## src/rtl/gcmov_pkg.sv

```systemverilog
package gcmov_pkg;
    localparam int XLEN = 64;
    localparam int RIDX = 5;

    typedef enum logic [2:0] {
        C_ZERO  = 3'b000,
        C_NZERO = 3'b001,
        C_NEG   = 3'b010,
        C_NPOS  = 3'b011,
        C_POS   = 3'b100,
        C_NNEG  = 3'b101,
        C_BCLR  = 3'b110,
        C_BSET  = 3'b111
    } cond_e;

    typedef struct packed {
        logic            is_zero;
        logic            is_neg;
        logic            bit0;
    } flags_t;

    typedef struct packed {
        logic            wr_en;
        logic            taken;
        logic [XLEN-1:0] data;
        logic [RIDX-1:0] rd;
    } result_t;

    function automatic logic guard_eval(cond_e c, flags_t f);
        logic g;
        unique case (c)
            C_ZERO:  g = f.is_zero;
            C_NZERO: g = !f.is_zero;
            C_NEG:   g = f.is_neg;
            C_NPOS:  g = f.is_neg | f.is_zero;
            C_POS:   g = !f.is_neg & !f.is_zero;
            C_NNEG:  g = !f.is_neg;
            C_BCLR:  g = !f.bit0;
            C_BSET:  g = f.bit0;
            default: g = 1'b0;
        endcase
        return g;
    endfunction
endpackage

```

## src/rtl/gcmov_flags.sv

```systemverilog
module gcmov_flags
    import gcmov_pkg::*;
#(
    parameter int W = XLEN
) (
    input  logic [W-1:0] val_i,
    output flags_t       flags_o
);
    always_comb begin
        flags_o.is_zero = (val_i == '0);
        flags_o.is_neg  = val_i[W-1];
        flags_o.bit0    = val_i[0];
    end

    always_comb begin
        a_r5_sign_flag: assert (flags_o.is_neg == ($signed(val_i) < 0));
    end
endmodule

```

## src/rtl/gcmov_guard.sv

```systemverilog
module gcmov_guard
    import gcmov_pkg::*;
(
    input  logic [2:0] cond_i,
    input  flags_t     flags_i,
    output logic       pass_o
);
    always_comb begin
        pass_o = guard_eval(cond_e'(cond_i), flags_i);
    end

    always_comb begin
        if (cond_i[2:1] == 2'b11)
            a_r6_low_bit: assert (pass_o == (flags_i.bit0 == cond_i[0]));
    end
endmodule

```

## src/rtl/gcmov_unit.sv

```systemverilog
module gcmov_unit
    import gcmov_pkg::*;
(
    input  logic            clk,
    input  logic            rst,
    input  logic            op_valid_i,
    input  logic [2:0]      cond_i,
    input  logic            use_imm_i,
    input  logic [63:0]     test_i,
    input  logic [63:0]     src_i,
    input  logic [63:0]     imm_i,
    input  logic [4:0]      rd_i,
    output logic            wr_en_o,
    output logic [63:0]     wr_data_o,
    output logic [4:0]      rd_o,
    output logic            taken_o
);
    flags_t  flags;
    logic    pass;
    result_t res_q, res_d;

    gcmov_flags #(.W(XLEN)) u_flags (.val_i(test_i), .flags_o(flags));
    gcmov_guard u_guard (.cond_i(cond_i), .flags_i(flags), .pass_o(pass));

    always_comb begin
        res_d.taken = op_valid_i & pass;
        res_d.wr_en = op_valid_i & pass;
        res_d.data  = use_imm_i ? imm_i : src_i;
        res_d.rd    = rd_i;
    end

    always_ff @(posedge clk) begin
        if (rst) begin
            res_q <= '0;
        end else begin
            res_q <= res_d;
        end
    end

    assign wr_en_o   = res_q.wr_en;
    assign taken_o   = res_q.taken;
    assign wr_data_o = res_q.data;
    assign rd_o      = res_q.rd;

    a_r3_idle_no_write: assert property (@(posedge clk) disable iff (rst)
        !op_valid_i |=> !wr_en_o);
    a_r10_rd_forward: assert property (@(posedge clk) disable iff (rst)
        op_valid_i |=> rd_o == $past(rd_i));
    a_r7_src_select: assert property (@(posedge clk) disable iff (rst)
        (op_valid_i && use_imm_i) |=> wr_data_o == $past(imm_i));
    a_r8_taken_tracks_wr: assert property (@(posedge clk) disable iff (rst)
        wr_en_o == taken_o);
    a_r4_zero_test: assert property (@(posedge clk) disable iff (rst)
        (op_valid_i && cond_i == 3'b000 && test_i != 64'd0) |=> !wr_en_o);
endmodule

```

## config.mk

```make
export PLATFORM = sky130hd
export DESIGN_NAME = gcmov_unit
export DESIGN_NICKNAME = d
export VERILOG_FILES = /design/src/rtl/gcmov_pkg.sv /design/src/rtl/gcmov_flags.sv /design/src/rtl/gcmov_guard.sv /design/src/rtl/gcmov_unit.sv
export SDC_FILE = /design/constraint.sdc
export NUM_CORES = 1
export LEC_CHECK = 0
export BUFFER_PORTS_ARGS = -buffer_cell sky130_fd_sc_hd__buf_2
export CAP_MARGIN = 30
export CORE_AREA = 2 2 107 109
export CTS_CLUSTER_DIAMETER = 60
export DETAILED_ROUTE_END_ITERATION = 7
export DIE_AREA = 0 0 109 111
export GPL_TIMING_DRIVEN = 0
export HOLD_SLACK_MARGIN = 0.1
export SYNTH_ARGS = -nofsm -noshare
export SYNTH_HDL_FRONTEND = slang
export SYNTH_SLANG_ARGS = --single-unit
```

## constraint.sdc

```tcl
create_clock -name clk -period 1.8 [get_ports clk]
set_input_delay 0.27 -clock clk [delete_from_list [all_inputs] [get_ports clk]]
set_output_delay 0.27 -clock clk [all_outputs]
set_load 0.01 [all_outputs]
```

# --- Word-level counts from Yosys, hierarchy flattened ---
# Index checks and enable logic that the tools add are counted.
word_totals:
  reg_bits: 70
  latchBits: 0
  ram_bits: 0
  romBits: 0
  inputBits: 204
  out_inout_bits: 71
  wordCells: 20
  n_memories: 0
op_classes:
  n_addsub: 0
  n_mul: 0
  n_div: 0
  n_lt_le_gt_ge: 0
  n_eq_ne: 7
  shifts: 0
  muxes: 2
  bitwise_logic: 3
  n_reduce_logical: 5
op_table:
  columns: ["cell", "n"]
  rows:
  - ["64-bit logical NOT", 1]
  - ["64-bit two-way mux", 1]
  - ["3-bit equality test, second input constant", 4]
  - ["1-bit case mux with 8 select lines", 1]
  - ["3-bit by 2-bit equality test with 1-bit output, second input constant", 2]
  - ["3-bit by 1-bit equality test with 1-bit output, second input constant", 1]
  - ["1-bit logical NOT", 3]
  - ["3-bit logical NOT", 1]
  - ["1-bit bitwise AND", 2]
  - ["1-bit bitwise OR", 1]

# --- Longest topological paths before layout ---
depth:
  word_depth: 5
  mapped_depth: 6
  mapped_depth_nobuf: 6

# --- Hierarchy ---
# From an unflattened synthesis, not the netlist that was laid out.
unflattened:
  hier_cells: 255
  hier_area_um2: 2690.1
modules_own_cells:
  columns: ["module", "instances", "cells_per_inst", "area_each_um2", "seq_area_each_um2"]
  rows:
  - ["gcmov_unit", 1, 221, 2462.4, 1401.3]
  - ["gcmov_flags", 1, 23, 158.9, 0.0]
  - ["gcmov_guard", 1, 11, 68.8, 0.0]

# --- Least setup slack after synthesis ---
# OpenSTA, ideal clock, no wires.
synth_timing:
  kind: "input port to flip-flop"
  from: "input port test_i[6]"
  to: "register res_q, in the netlist taken_o"
  setup_time_ps: 62
  arrival_ps: 1318
  required_time_ps: 1738
  slack_ps: 421
  cell_stages: 6
  n_path_buf: 0
  cell_sequence: "nor4_1 > nand4_1 > nor4_4 > xnor2_1 > nand3_1 > nand3_1"
synth_via:
  elab_chain_len: 5
  elab_cells_between_ends: 6
  cone_classes: "mux (1); bitwise (3); reduce/logical (2)"
synth_lines:
  columns: ["item", "line", "text"]
  rows:
  - ["start: declaration", "gcmov_unit.sv:9", "input logic [63:0] test_i,"]
  - ["64-bit logical NOT (*)", "gcmov_flags.sv:10", "flags_o.is_zero = (val_i == '0);"]
  - ["1-bit logical NOT", "gcmov_pkg.sv:33, gcmov_pkg.sv:36", null]
  - ["1-bit bitwise AND", "gcmov_pkg.sv:36", "C_POS: g = !f.is_neg & !f.is_zero;"]
  - ["1-bit case mux with 8 select lines (*)", "gcmov_pkg.sv:31", "unique case (c)"]
  - ["1-bit bitwise AND (*)", "gcmov_unit.sv:26", "res_d.taken = op_valid_i & pass;"]
  - ["end signal: assignment", "gcmov_unit.sv:36", "res_q <= res_d;"]
  - ["end: declaration", "gcmov_unit.sv:20", "result_t res_q, res_d;"]
# Mark *: on every way between the ends. The rest lies on a longest branch, timed or not.
# A chain may end at the register's enable or synchronous reset.

# --- Worst setup path in the final report ---
layout_timing:
  from: "input port use_imm_i"
  to: "register res_q, in the netlist wr_data_o[35]"
layout_via:
  elab_chain_len: 1
layout_lines:
  columns: ["item", "line", "text"]
  rows:
  - ["start: declaration", "gcmov_unit.sv:8", "input logic use_imm_i,"]
  - ["64-bit two-way mux", "gcmov_unit.sv:28", "res_d.data = use_imm_i ? imm_i : src_i;"]
# No other way between the ends.

==> results.md <==
* Largest cells by area after synthesis: dfxtp_1, mux2i_1, nor2_1, nor4_1, clkbuf_1
* Layout cell share with drive strength beyond 1 at 54.5%
* Setup Buffers After CTS at 0
* First-pass GRT wire length at 13.4 mm
* Initial Util at 23.6%
* Slew @ Worst Pin at 695 ps
* CTS-repair resized insts at 0
* Fin crit share at 73.7%
* Peak supply drop at 345 uV
* Max Fclk at 754 MHz
* Vias in the first global route at 2910
* Max Root-Sink Buffers at 2
* Syn_area_per_cell at 10.3 um2
* CTS tree: done
* Vias at 2847
* Slew HR at 53.7%
* Grt total ovfl at 0
* Top-area cell type share of the netlist area at 53.5%
* Pre-CTS WS at 86.9 ps
* Die Ht at 111 um
* Max-slew violations at 0
* Max-cap violations at 0
* Yosys Warn Count at 0
* Die Area at 12100 um2
* Row cnt at 39
* Setup CP Type: primary input to flop
* # IOs at 275
* CTS root buf: clkbuf_16
* Syn Nets at 457
* Status: finished clean
* Drt total wl at 8.92 mm
* Buffers on Ports at 272
* Post-DP HPWL at 7.42 mm
* Setup repair after global routing missed its margin: false
* Synth Cell Area at 2620 um2
* Drt via density at 4.16
* Synthesized flop and latch total at 70
* Post-route setup TNS at 0 ps
* Largest net degree at the start of global routing at 13
* Final setup fails at 0
* Area Growth Syn to Fin at 72.2%
* Sequential share of the synthesized area at 53.5%
* H-tree levels at 3
* Worst-path fanout max at 10
* Antenna Nets Post-Route at 0
* Wire length per cell at 13.0 um
* # hold bufs at CTS at 0
* Tot GR Track Use at 14.3%
* Synth Instances at 253
* P_leak at 0.00248 uW
* Drt first pass iters at 4
* Sink Count at 70
* Pwr/cell area at 959 nW/um2
* Initial antenna violation count at 1
* Core ar. at 11100 um2
* CP required at 1990 ps
* Worst min-delay path category: primary input to flop
* CP Capture Type: flop
* Residual DRC at 0
* Fin crit period at 1330 ps
* Clk pin slew, worst setup/hold paths at 50 ps
* Final Hold Viols at 0
* Routability congestion estimate from global placement at 0.840
* Die width at 109 um
* CP arrival at 1510 ps
* # nets final at 740
* Distinct cells, synth at 19
* Crit path launch type: primary input
* TritonCTS buffer count at 9
* 1st-iter DRT viols at 65
* Largest area contributor in the netlist: dfxtp_1
* Antenna Cells at 0
* Fin worst setup slack at 474 ps
logic make-up (layout without fill, tap and decap cells):
family                    after synthesis  in the layout  synth area share, %
AOI/OAI and AO/OA                       3              3                0.860
and+or+nand+nor                        98             98                 17.7
DFF                                    70             70                 53.5
buffers and inverters                  16            304                 2.72
xor gates and xnor gates                2              2                0.669
muxes                                  64             64                 24.5
synthesized netlist by cell type (all sizes together):
library cell,count
nor2b,5
nor3,1
dfxtp,70
nand4b,1
nand3,3
buf,7
nor4,17
a21oi,1
nor2,65
clkbuf,9
nand4,4
xnor2,2
a22o,1
nand2b,1
nor3b,1
o41ai,1
mux2i,64
cells in the final DEF, fill, tap and decap left out:
cell        netlist  routed
a21oi_1           1       1
a22o_1            1       1
buf_2             6     278
buf_4             1       1
bufinv_16         0       3
clkbuf_1          9      10
clkbuf_16         0       9
clkbuf_8          0       1
clkinv_4          0       1
clkinvlp_4        0       1
dfxtp_1          70      70
mux2i_1          64      64
nand2b_1          1       1
nand3_1           3       3
nand4_1           4       4
nand4b_1          1       1
nor2_1           65      65
nor2b_1           5       5
nor3_1            1       1
nor3b_1           1       1
nor4_1           16      16
nor4_4            1       1
o41ai_1           1       1
xnor2_1           2       2
sequential cells by signal, summed over array words and instances (netlist names):
signal / flops
rd_o: 5
taken_o: 1
wr_data_o: 64
routing by layer:
layer	track usage (%)	vias up	share of wire, %
li1	-	1436	-
met1	15.6	1259	40
met2	25.3	138	50
met4	4.79	2	1.1
met5	0	-	0.15
met3	4.88	12	9.4
where the power goes:
| part | leakage [uW] | switching [uW] | internal, uW |
|---|---|---|---|
| Sequential | 0.000583 | 22.6 | 1650 |
| Combinational | 0.00173 | 293 | 330 |
| Clock | 0.000166 | 630 | 1390 |
critical path, cell delays in order:
cell and delay (ps):
clkbuf_1 510, buf_2 410, mux2i_1 250, nor2_1 60
path summary, 6_finish.rpt:
path	from	endpoint	slack (ps)	cells after the start
setup / recovery	use_imm_i	wr_data_o[35]	470	4
hold / removal	rd_i[0]	rd_o[0]	170	2
metrics by stage:
stage | total power [uW] | hold WS (ps) | area [um2] | utilization (%) | cells
3_5_place_dp | 2340 | 491 | 4160 | 37.5 | 668
2_1_floorplan | 1970 | 398 | 2620 | - | 253
4_1_cts | 4400 | 153 | 4510 | 40.7 | 684
6_report | 4320 | 166 | 4510 | 40.7 | 684
3_3_place_gp | 2330 | 480 | 4160 | 37.5 | 668
5_1_grt | 4540 | 157 | 4510 | 40.7 | 684
final cells by class:
type | count | area, um2
plain buffers | 16 | 71.3
clock buffers | 11 | 243
clock inverters | 5 | 106
fillers | 1120 | 6570
multi-input cells | 167 | 1140
flip-flops and latches | 70 | 1400
well taps | 143 | 179
repair buffers | 272 | 1360
Note: power is estimated with default switching activity, not from simulation.
